[config.mk]
export PLATFORM = sky130hd
export DESIGN_NAME = irqSequencer
export DESIGN_NICKNAME = d
export VERILOG_FILES = /design/src/rtl/irqSeqPkg.sv /design/src/rtl/irqSeqCtrl.sv /design/src/rtl/irqSeqPath.sv /design/src/rtl/irqSequencer.sv
export SDC_FILE = /design/constraint.sdc
export NUM_CORES = 1
export LEC_CHECK = 0
export ABC_AREA = 1
export ABC_CLOCK_PERIOD_IN_PS = 5400
export BUFFER_PORTS_ARGS = -buffer_cell sky130_fd_sc_hd__buf_2
export CORE_ASPECT_RATIO = 2
export CORE_MARGIN = 2
export CORE_UTILIZATION = 55
export DETAILED_ROUTE_END_ITERATION = 7
export PLACE_DENSITY = 0.9
export SETUP_SLACK_MARGIN = 0.5
export SLEW_MARGIN = 40
export SYNTH_ARGS = -nofsm -noshare
export SYNTH_HDL_FRONTEND = slang
export SYNTH_HIERARCHICAL = 1
export SYNTH_SLANG_ARGS = --single-unit
[constraint.sdc]
create_clock -name clk -period 5.4 [get_ports clk]
set_input_delay 0.54 -clock clk [delete_from_list [all_inputs] [get_ports clk]]
set_output_delay 0.54 -clock clk [all_outputs]
set_load 0.02 [all_outputs]
[src/rtl/irqSeqPkg.sv]
package irqSeqPkg;
  localparam int TYPE_W = 8;
  localparam logic [TYPE_W-1:0] DIV_TYPE = TYPE_W'(0);
  localparam logic [TYPE_W-1:0] OVF_TYPE = TYPE_W'(4);

  typedef enum logic [3:0] {
    S_IDLE, S_ACK, S_PUSHF, S_PUSHCS, S_PUSHIP, S_VECLO, S_VECHI,
    S_POPIP, S_POPCS, S_POPF, S_COMMIT
  } seqState_t;

  typedef enum logic [1:0] { W_FLAGS, W_CS, W_IP } wordSel_t;

  typedef struct packed {
    logic              capture;
    logic              loadType;
    logic [TYPE_W-1:0] typeVal;
    logic              push;
    logic              pop;
    wordSel_t          sel;
    logic              vecLo;
    logic              vecHi;
    logic              maskFlags;
  } seqStrobe_t;
endpackage

[src/rtl/irqSeqCtrl.sv]
module irqSeqCtrl
  import irqSeqPkg::*;
(
  input  logic              clk,
  input  logic              rstN,
  input  logic              insnBoundary,
  input  logic              iretReq,
  input  logic              extReq,
  input  logic              ifFlag,
  input  logic [TYPE_W-1:0] extType,
  input  logic              divErr,
  input  logic              ovfErr,
  input  logic              swReq,
  input  logic [TYPE_W-1:0] swType,
  output seqStrobe_t        strobe,
  output logic              extAck,
  output logic              busy,
  output logic              archWe
);
  seqState_t state, nextState;
  logic pendDiv, pendOvf, pendSw;
  logic [TYPE_W-1:0] pendSwType;

  logic effDiv, effOvf, effSw, accept;
  logic takeIret, takeDiv, takeOvf, takeSw, takeExt;
  logic [TYPE_W-1:0] effSwType;

  assign effDiv    = pendDiv | divErr;
  assign effOvf    = pendOvf | ovfErr;
  assign effSw     = pendSw | swReq;
  assign effSwType = swReq ? swType : pendSwType;
  assign accept    = (state == S_IDLE) && insnBoundary;

  // fixed chain: return, divide, overflow, software, external
  assign takeIret = accept && iretReq;
  assign takeDiv  = accept && !iretReq && effDiv;
  assign takeOvf  = accept && !iretReq && !effDiv && effOvf;
  assign takeSw   = accept && !iretReq && !effDiv && !effOvf && effSw;
  assign takeExt  = accept && !iretReq && !effDiv && !effOvf && !effSw
                    && extReq && ifFlag;

  always_ff @(posedge clk) begin
    if (!rstN) begin
      state      <= S_IDLE;
      pendDiv    <= 1'b0;
      pendOvf    <= 1'b0;
      pendSw     <= 1'b0;
      pendSwType <= '0;
    end else begin
      state   <= nextState;
      pendDiv <= effDiv & ~takeDiv;
      pendOvf <= effOvf & ~takeOvf;
      pendSw  <= effSw & ~takeSw;
      if (swReq) pendSwType <= swType;
    end
  end

  always_comb begin
    strobe    = '0;
    nextState = state;
    extAck    = 1'b0;
    archWe    = 1'b0;
    case (state)
      S_IDLE: begin
        if (takeIret) begin
          strobe.capture = 1'b1;
          nextState      = S_POPIP;
        end else if (takeExt) begin
          strobe.capture = 1'b1;
          nextState      = S_ACK;
        end else if (takeDiv || takeOvf || takeSw) begin
          strobe.capture  = 1'b1;
          strobe.loadType = 1'b1;
          strobe.typeVal  = takeDiv ? DIV_TYPE : (takeOvf ? OVF_TYPE : effSwType);
          nextState       = S_PUSHF;
        end
      end
      S_ACK: begin
        extAck          = 1'b1;
        strobe.loadType = 1'b1;
        strobe.typeVal  = extType;
        nextState       = S_PUSHF;
      end
      S_PUSHF: begin
        strobe.push      = 1'b1;
        strobe.sel       = W_FLAGS;
        strobe.maskFlags = 1'b1;
        nextState        = S_PUSHCS;
      end
      S_PUSHCS: begin
        strobe.push = 1'b1;
        strobe.sel  = W_CS;
        nextState   = S_PUSHIP;
      end
      S_PUSHIP: begin
        strobe.push = 1'b1;
        strobe.sel  = W_IP;
        nextState   = S_VECLO;
      end
      S_VECLO: begin
        strobe.vecLo = 1'b1;
        nextState    = S_VECHI;
      end
      S_VECHI: begin
        strobe.vecHi = 1'b1;
        nextState    = S_COMMIT;
      end
      S_POPIP: begin
        strobe.pop = 1'b1;
        strobe.sel = W_IP;
        nextState  = S_POPCS;
      end
      S_POPCS: begin
        strobe.pop = 1'b1;
        strobe.sel = W_CS;
        nextState  = S_POPF;
      end
      S_POPF: begin
        strobe.pop = 1'b1;
        strobe.sel = W_FLAGS;
        nextState  = S_COMMIT;
      end
      S_COMMIT: begin
        archWe    = 1'b1;
        nextState = S_IDLE;
      end
      default: nextState = S_IDLE;
    endcase
  end

  assign busy = state inside {S_PUSHF, S_PUSHCS, S_PUSHIP, S_VECLO, S_VECHI,
                              S_POPIP, S_POPCS, S_POPF};
endmodule

[src/rtl/irqSeqPath.sv]
module irqSeqPath
  import irqSeqPkg::*;
#(
  parameter int ADDR_W    = 20,
  parameter int DATA_W    = 16,
  parameter int IF_BIT    = 9,
  parameter int TF_BIT    = 8,
  parameter int SEG_SHIFT = 4,
  parameter int VEC_SHIFT = 2
) (
  input  logic              clk,
  input  logic              rstN,
  input  seqStrobe_t        strobe,
  input  logic [DATA_W-1:0] curFlags,
  input  logic [DATA_W-1:0] curCs,
  input  logic [DATA_W-1:0] curIp,
  input  logic [DATA_W-1:0] curSp,
  input  logic [DATA_W-1:0] curSs,
  input  logic [DATA_W-1:0] memRData,
  output logic [ADDR_W-1:0] memAddr,
  output logic [DATA_W-1:0] memWData,
  output logic              memWe,
  output logic              memRe,
  output logic [DATA_W-1:0] newFlags,
  output logic [DATA_W-1:0] newCs,
  output logic [DATA_W-1:0] newIp,
  output logic [DATA_W-1:0] newSp
);
  localparam int WORD_BYTES = DATA_W / 8;
  localparam logic [DATA_W-1:0] STEP = DATA_W'(WORD_BYTES);
  localparam logic [DATA_W-1:0] CLR_MASK =
    ~((DATA_W'(1) << IF_BIT) | (DATA_W'(1) << TF_BIT));

  logic [DATA_W-1:0] flagsR, csR, ipR, spR, ssR;
  logic [TYPE_W-1:0] typeR;
  logic [DATA_W-1:0] spDown, stackOff;
  logic [ADDR_W-1:0] segBase, stackAddr, vecBase, vecAddr;

  assign spDown    = spR - STEP;
  assign stackOff  = strobe.push ? spDown : spR;
  assign segBase   = ADDR_W'(ssR) << SEG_SHIFT;
  assign stackAddr = segBase + ADDR_W'(stackOff);
  assign vecBase   = ADDR_W'(typeR) << VEC_SHIFT;
  assign vecAddr   = strobe.vecHi ? vecBase + ADDR_W'(WORD_BYTES) : vecBase;
  assign memAddr   = (strobe.vecLo || strobe.vecHi) ? vecAddr : stackAddr;
  assign memWe     = strobe.push;
  assign memRe     = strobe.pop | strobe.vecLo | strobe.vecHi;

  always_comb begin
    case (strobe.sel)
      W_FLAGS: memWData = flagsR;
      W_CS:    memWData = csR;
      default: memWData = ipR;
    endcase
  end

  always_ff @(posedge clk) begin
    if (!rstN) begin
      flagsR <= '0;
      csR    <= '0;
      ipR    <= '0;
      spR    <= '0;
      ssR    <= '0;
      typeR  <= '0;
    end else begin
      if (strobe.capture) begin
        flagsR <= curFlags;
        csR    <= curCs;
        ipR    <= curIp;
        spR    <= curSp;
        ssR    <= curSs;
      end
      if (strobe.loadType) typeR <= strobe.typeVal;
      if (strobe.push) begin
        spR <= spDown;
        if (strobe.maskFlags) flagsR <= flagsR & CLR_MASK;
      end
      if (strobe.pop) begin
        spR <= spR + STEP;
        case (strobe.sel)
          W_FLAGS: flagsR <= memRData;
          W_CS:    csR    <= memRData;
          default: ipR    <= memRData;
        endcase
      end
      if (strobe.vecLo) ipR <= memRData;
      if (strobe.vecHi) csR <= memRData;
    end
  end

  assign newFlags = flagsR;
  assign newCs    = csR;
  assign newIp    = ipR;
  assign newSp    = spR;
endmodule

[src/rtl/irqSequencer.sv]
module irqSequencer
  import irqSeqPkg::*;
#(
  parameter int ADDR_W    = 20,
  parameter int DATA_W    = 16,
  parameter int IF_BIT    = 9,
  parameter int TF_BIT    = 8,
  parameter int SEG_SHIFT = 4
) (
  input  logic              clk,
  input  logic              rstN,
  input  logic              insnBoundary,
  input  logic              iretReq,
  input  logic              extReq,
  input  logic [TYPE_W-1:0] extType,
  output logic              extAck,
  input  logic              divErr,
  input  logic              ovfErr,
  input  logic              swReq,
  input  logic [TYPE_W-1:0] swType,
  input  logic [DATA_W-1:0] curFlags,
  input  logic [DATA_W-1:0] curCs,
  input  logic [DATA_W-1:0] curIp,
  input  logic [DATA_W-1:0] curSp,
  input  logic [DATA_W-1:0] curSs,
  output logic [ADDR_W-1:0] memAddr,
  output logic              memWe,
  output logic              memRe,
  output logic [DATA_W-1:0] memWData,
  input  logic [DATA_W-1:0] memRData,
  output logic              busy,
  output logic              archWe,
  output logic [DATA_W-1:0] newFlags,
  output logic [DATA_W-1:0] newCs,
  output logic [DATA_W-1:0] newIp,
  output logic [DATA_W-1:0] newSp
);
  seqStrobe_t strobe;

  irqSeqCtrl u_ctrl (
    .clk(clk), .rstN(rstN), .insnBoundary(insnBoundary), .iretReq(iretReq),
    .extReq(extReq), .ifFlag(curFlags[IF_BIT]), .extType(extType),
    .divErr(divErr), .ovfErr(ovfErr), .swReq(swReq), .swType(swType),
    .strobe(strobe), .extAck(extAck), .busy(busy), .archWe(archWe)
  );

  irqSeqPath #(
    .ADDR_W(ADDR_W), .DATA_W(DATA_W), .IF_BIT(IF_BIT), .TF_BIT(TF_BIT),
    .SEG_SHIFT(SEG_SHIFT), .VEC_SHIFT(2)
  ) u_path (
    .clk(clk), .rstN(rstN), .strobe(strobe),
    .curFlags(curFlags), .curCs(curCs), .curIp(curIp), .curSp(curSp),
    .curSs(curSs), .memRData(memRData), .memAddr(memAddr),
    .memWData(memWData), .memWe(memWe), .memRe(memRe),
    .newFlags(newFlags), .newCs(newCs), .newIp(newIp), .newSp(newSp)
  );
endmodule

==> results by group <==
Outcome
  • Status: completed

Critical path
  • FF-to-FF Start: u_ctrl/state[1]$_SDFFE_PN0P_
  • Setup crit end: memAddr[14]
  • CP Max Fanout: 34
  • Highest-delay cell along the critical path: dfxtp_1
  • Most numerous cell on the critical path: nand2_1
  • R2R Path End: u_path/newFlags[14]$_SDFF_PN0_
  • Crit-path cells: inv_1, nor2_1, inv_1, nor2_1, a21oi_1, nand2_1, buf_4, o21ai_1, a21oi_1, o21bai_1, ha_1, a21oi_1, nand2_1, nand2_1, nand2_1, a21o_1, nand2_1, nand2_1, nor2_1, buf_2
  • Crit path arrival time: 3.44 ns
  • Crit start category: flip-flop
  • Crit path required time: a little under 5 ns
  • Crit path from: u_ctrl/state[1]$_SDFFE_PN0P_
  • Reg2reg path depth: 8
  • Largest stage delay, worst path: 0.44 ns
  • Reg2Reg Setup Slack: between 2 and 3 ns
  • CP endpoint kind: output pin
  • Crit Path Class: reg -> out

STA
  • Max Slew Vio Count: 0
  • Final Setup Violations: 0
  • Fmax: 251.4 MHz
  • Clock period minus worst slack: 3.978 ns
  • Worst slew margin: 47.03%
  • Worst Max-Slew Pin Slew: 0.7926 ns
  • Final hold viol count: 0
  • Unrepaired setup endpoints after global routing: no
  • Worst Skew: 0.01243 ns
  • Setup TNS: 0 ns
  • Final period utilization: 73.66%

Synth
  • FF+latch count, synth: 103
  • Syn avg cell area: 6.330 µm²
  • EDFF count, synth: 0
  • Cell taking the most area after synthesis: dfxtp_1
  • Net count after synthesis: 1188
  • Synth unique cells: 43
  • Yosys warnings: 6
  • Top cells by count, synth: 272 x nand2_1, 126 x o21ai_0, 121 x nor2_1, 103 x dfxtp_1, 89 x nand3_1
  • Ys async rst share: 0%
  • Cells after Synth: 1052
  • Sequential cell area fraction in the yosys report: between 30% and 40%
  • Dominant cell by count in the synthesized netlist: nand2_1
  • Top cell type's share of synthesized area: 30.97%
  • Largest family of logic cells by synthesized area: simple AND/OR/NAND/NOR gates
  • Top_reg_cell synth: dfxtp_1
  • Complex-gate fraction of the synthesized area: 19.67%
  • Cell area after technology mapping: about 6700 µm²
  • Top area cells in the synthesized netlist: dfxtp_1 31%, nand2_1 15%, o21ai_0 9.5%
  • Post-Synth Adder-Cell Area: 3.119%
  • Synth Area in XOR/XNOR: 0.7892%
  • Mux cell area share after synthesis: under 10%
  • Post-Synth Simple-Gate Area: 34.44%

Drt
  • Highest metal used: met4
  • WL met3: ~1.9 mm
  • WL met2: 11.49 mm
  • ANT nets after route: 0
  • DRT met1 WL: 7.756 mm
  • Starting DRT DRC Count: 757
  • Final WL: approximately 23 mm
  • Via count: 8098
  • Routed len/inst: 16.37 µm
  • DRC violations left: 0
  • First-pass iteration count of the detailed router: 8
  • Vias/cell: 5.851

Layout
  • Sequential cell area: just over 2000 µm²
  • Area Growth Syn to Fin: 20.54%
  • NumNets Final: about 1400
  • Ant diodes: 0
  • Area of the multi-input gates: around 4000 µm²
  • Finished Layout Cells: 1384
  • Layout cells sized above 1: 22.92%
  • Filler cells: 1061

Place
  • RePlAce Congestion: between 0.9 and 1
  • Detailed Place HPWL: roughly 17 mm
  • IO Port Bufs: 224
  • Post-placement cell count: 1368

Die
  • Die area: approximately 13000 µm²
  • Core area: around 12000 µm²
  • Io pins: 225
  • Initial Utilization: 56.57%
  • Chip width: 81.81 µm
  • Die H: ~160 µm
  • Rows: between 50 and 60

Clock network
  • Maximum root-to-sink buffer count: 2
  • Htree depth: 3
  • Clock Tree Root: clkbuf_16
  • Post-CTS sizing: 0
  • Worst-Skew Late Latency: between 0.3 and 0.4 ns
  • Clk sinks: ~100
  • CTS tree: done
  • Hold_buf cts: 0
  • Setup Fix Bufs, Post-CTS: 0
  • Total CTS buffers: 9
  • Worst-path clk slew: 0.08 ns

Global route
  • Gr usage total: roughly a third
  • Initial antenna violation count: 0
  • Grt ovf: 0
  • First-pass GRT wire length: approximately 36 mm
  • Pin count of the biggest net entering global routing: 58
  • Vias in the first global route: 7587

Pwr
  • Pleak: 0.004099 µW
  • P per Cell Area: 566.2 nW/µm²
  • Pwr Total: between 4000 and 5000 µW
  • Worst vdd ir: around 520 µV

Job
  • Total of max-cap violations: 0

Min path
  • Worst Hold Class: in -> reg
  • Min-delay src: curSs[10]
[per-stage QoR]
stage          util, %  hold slack, ns  cell area [µm²]  setup WS (ns)
6_report         68.19          0.4174             8026          1.422
4_1_cts          68.19          0.4105             8026          1.476
3_3_place_gp     65.70          0.4575             7734          1.928
3_5_place_dp     65.72          0.4642             7736          1.855
5_1_grt          68.19          0.4279             8026          1.098
2_1_floorplan        -          0.4480             6659          1.980
[cells in the final DEF, fill, tap and decap left out, types with 2 or more instances in the layout]
cell,n
nand2_1,271
buf_2,224
o21ai_0,125
nor2_1,121
dfxtp_1,103
nand3_1,88
inv_1,72
a21oi_1,43
a31oi_1,42
ha_1,15
mux2i_1,14
nand4_1,11
nor2_2,10
clkbuf_16,9
o21ai_1,9
buf_4,8
nand3b_1,8
nor2_4,6
inv_2,6
nand2_2,6
nor3_1,5
xnor2_1,5
a22oi_1,5
o211ai_1,3
a21o_1,3
clkinv_4,2
inv_6,2
nand3_2,2
and2_1,2
o22ai_1,2
o21bai_1,2
[flip-flops by register name, summed over array words and instances (netlist names)]
name and flops:
u_path/newFlags 16, u_ctrl/pendSw 1, u_ctrl/pendSwType 8, u_ctrl/pendOvf 1, u_ctrl/state 4, u_path/newCs 16
u_ctrl/pendDiv 1, u_path/typeR 8, u_path/newSp 16, u_path/ssR 16, u_path/newIp 16
[area by class of cell]
class	count	area share [%]
clock buffer	10	2.977
clock inverter	6	0.6391
inverter	79	3.694
multi-input combinational	809	50.02
sequential	103	25.69
tap	145	2.260
timing repair buffer	232	14.72
[where the power goes]
part           internal (µW)  leakage, µW  switching (µW)
sequential               968     0.000848             218
combinational            843      0.00311            1860
clock                    334     0.000145             324
total                   2140      0.00410            2400
[worst max-delay path: cells and delay by family, from the launching register on]
family / cells / cell delay [ns]
AND/OR/NAND/NOR: 9 / 0.85
AO/OA/AOI/OAI: 6 / 0.84
buffers and inverters: 4 / 0.67
flip-flops: 1 / 0.44
adder cells (fa/ha/maj): 1 / 0.31
[routing by layer]
metal,vias to the layer above,global-route usage (%)
met2,508,60.05
met3,119,7.345
met5,-,0
met1,3618,35.96
met4,0,22.88
li1,3853,-
[logic make-up after synthesis]
kind of cell | after synthesis
AND/OR/NAND/NOR | 534
multiplexers | 14
adder cells (fa/ha/maj) | 16
buffers and inverters | 140
XOR/XNOR | 6
flip-flops | 103
AO/OA/AOI/OAI | 239
[worst min-delay path by stage]
| stage | end | cells after the start |
|---|---|---|
| 2_1_floorplan | u_ctrl/pendSwType[0]$_SDFF_PN0_ | 2 |
| 3_3_place_gp | u_path/newSp[0]$_SDFFE_PN0P_ | 2 |
| 3_5_place_dp | u_path/newSp[0]$_SDFFE_PN0P_ | 2 |
| 4_1_cts | u_path/ssR[10]$_SDFFE_PN0P_ | 3 |
| 5_1_grt | u_path/ssR[9]$_SDFFE_PN0P_ | 3 |
| 6_report | u_path/ssR[10]$_SDFFE_PN0P_ | 3 |
Power figures use the tool's default switching activity.
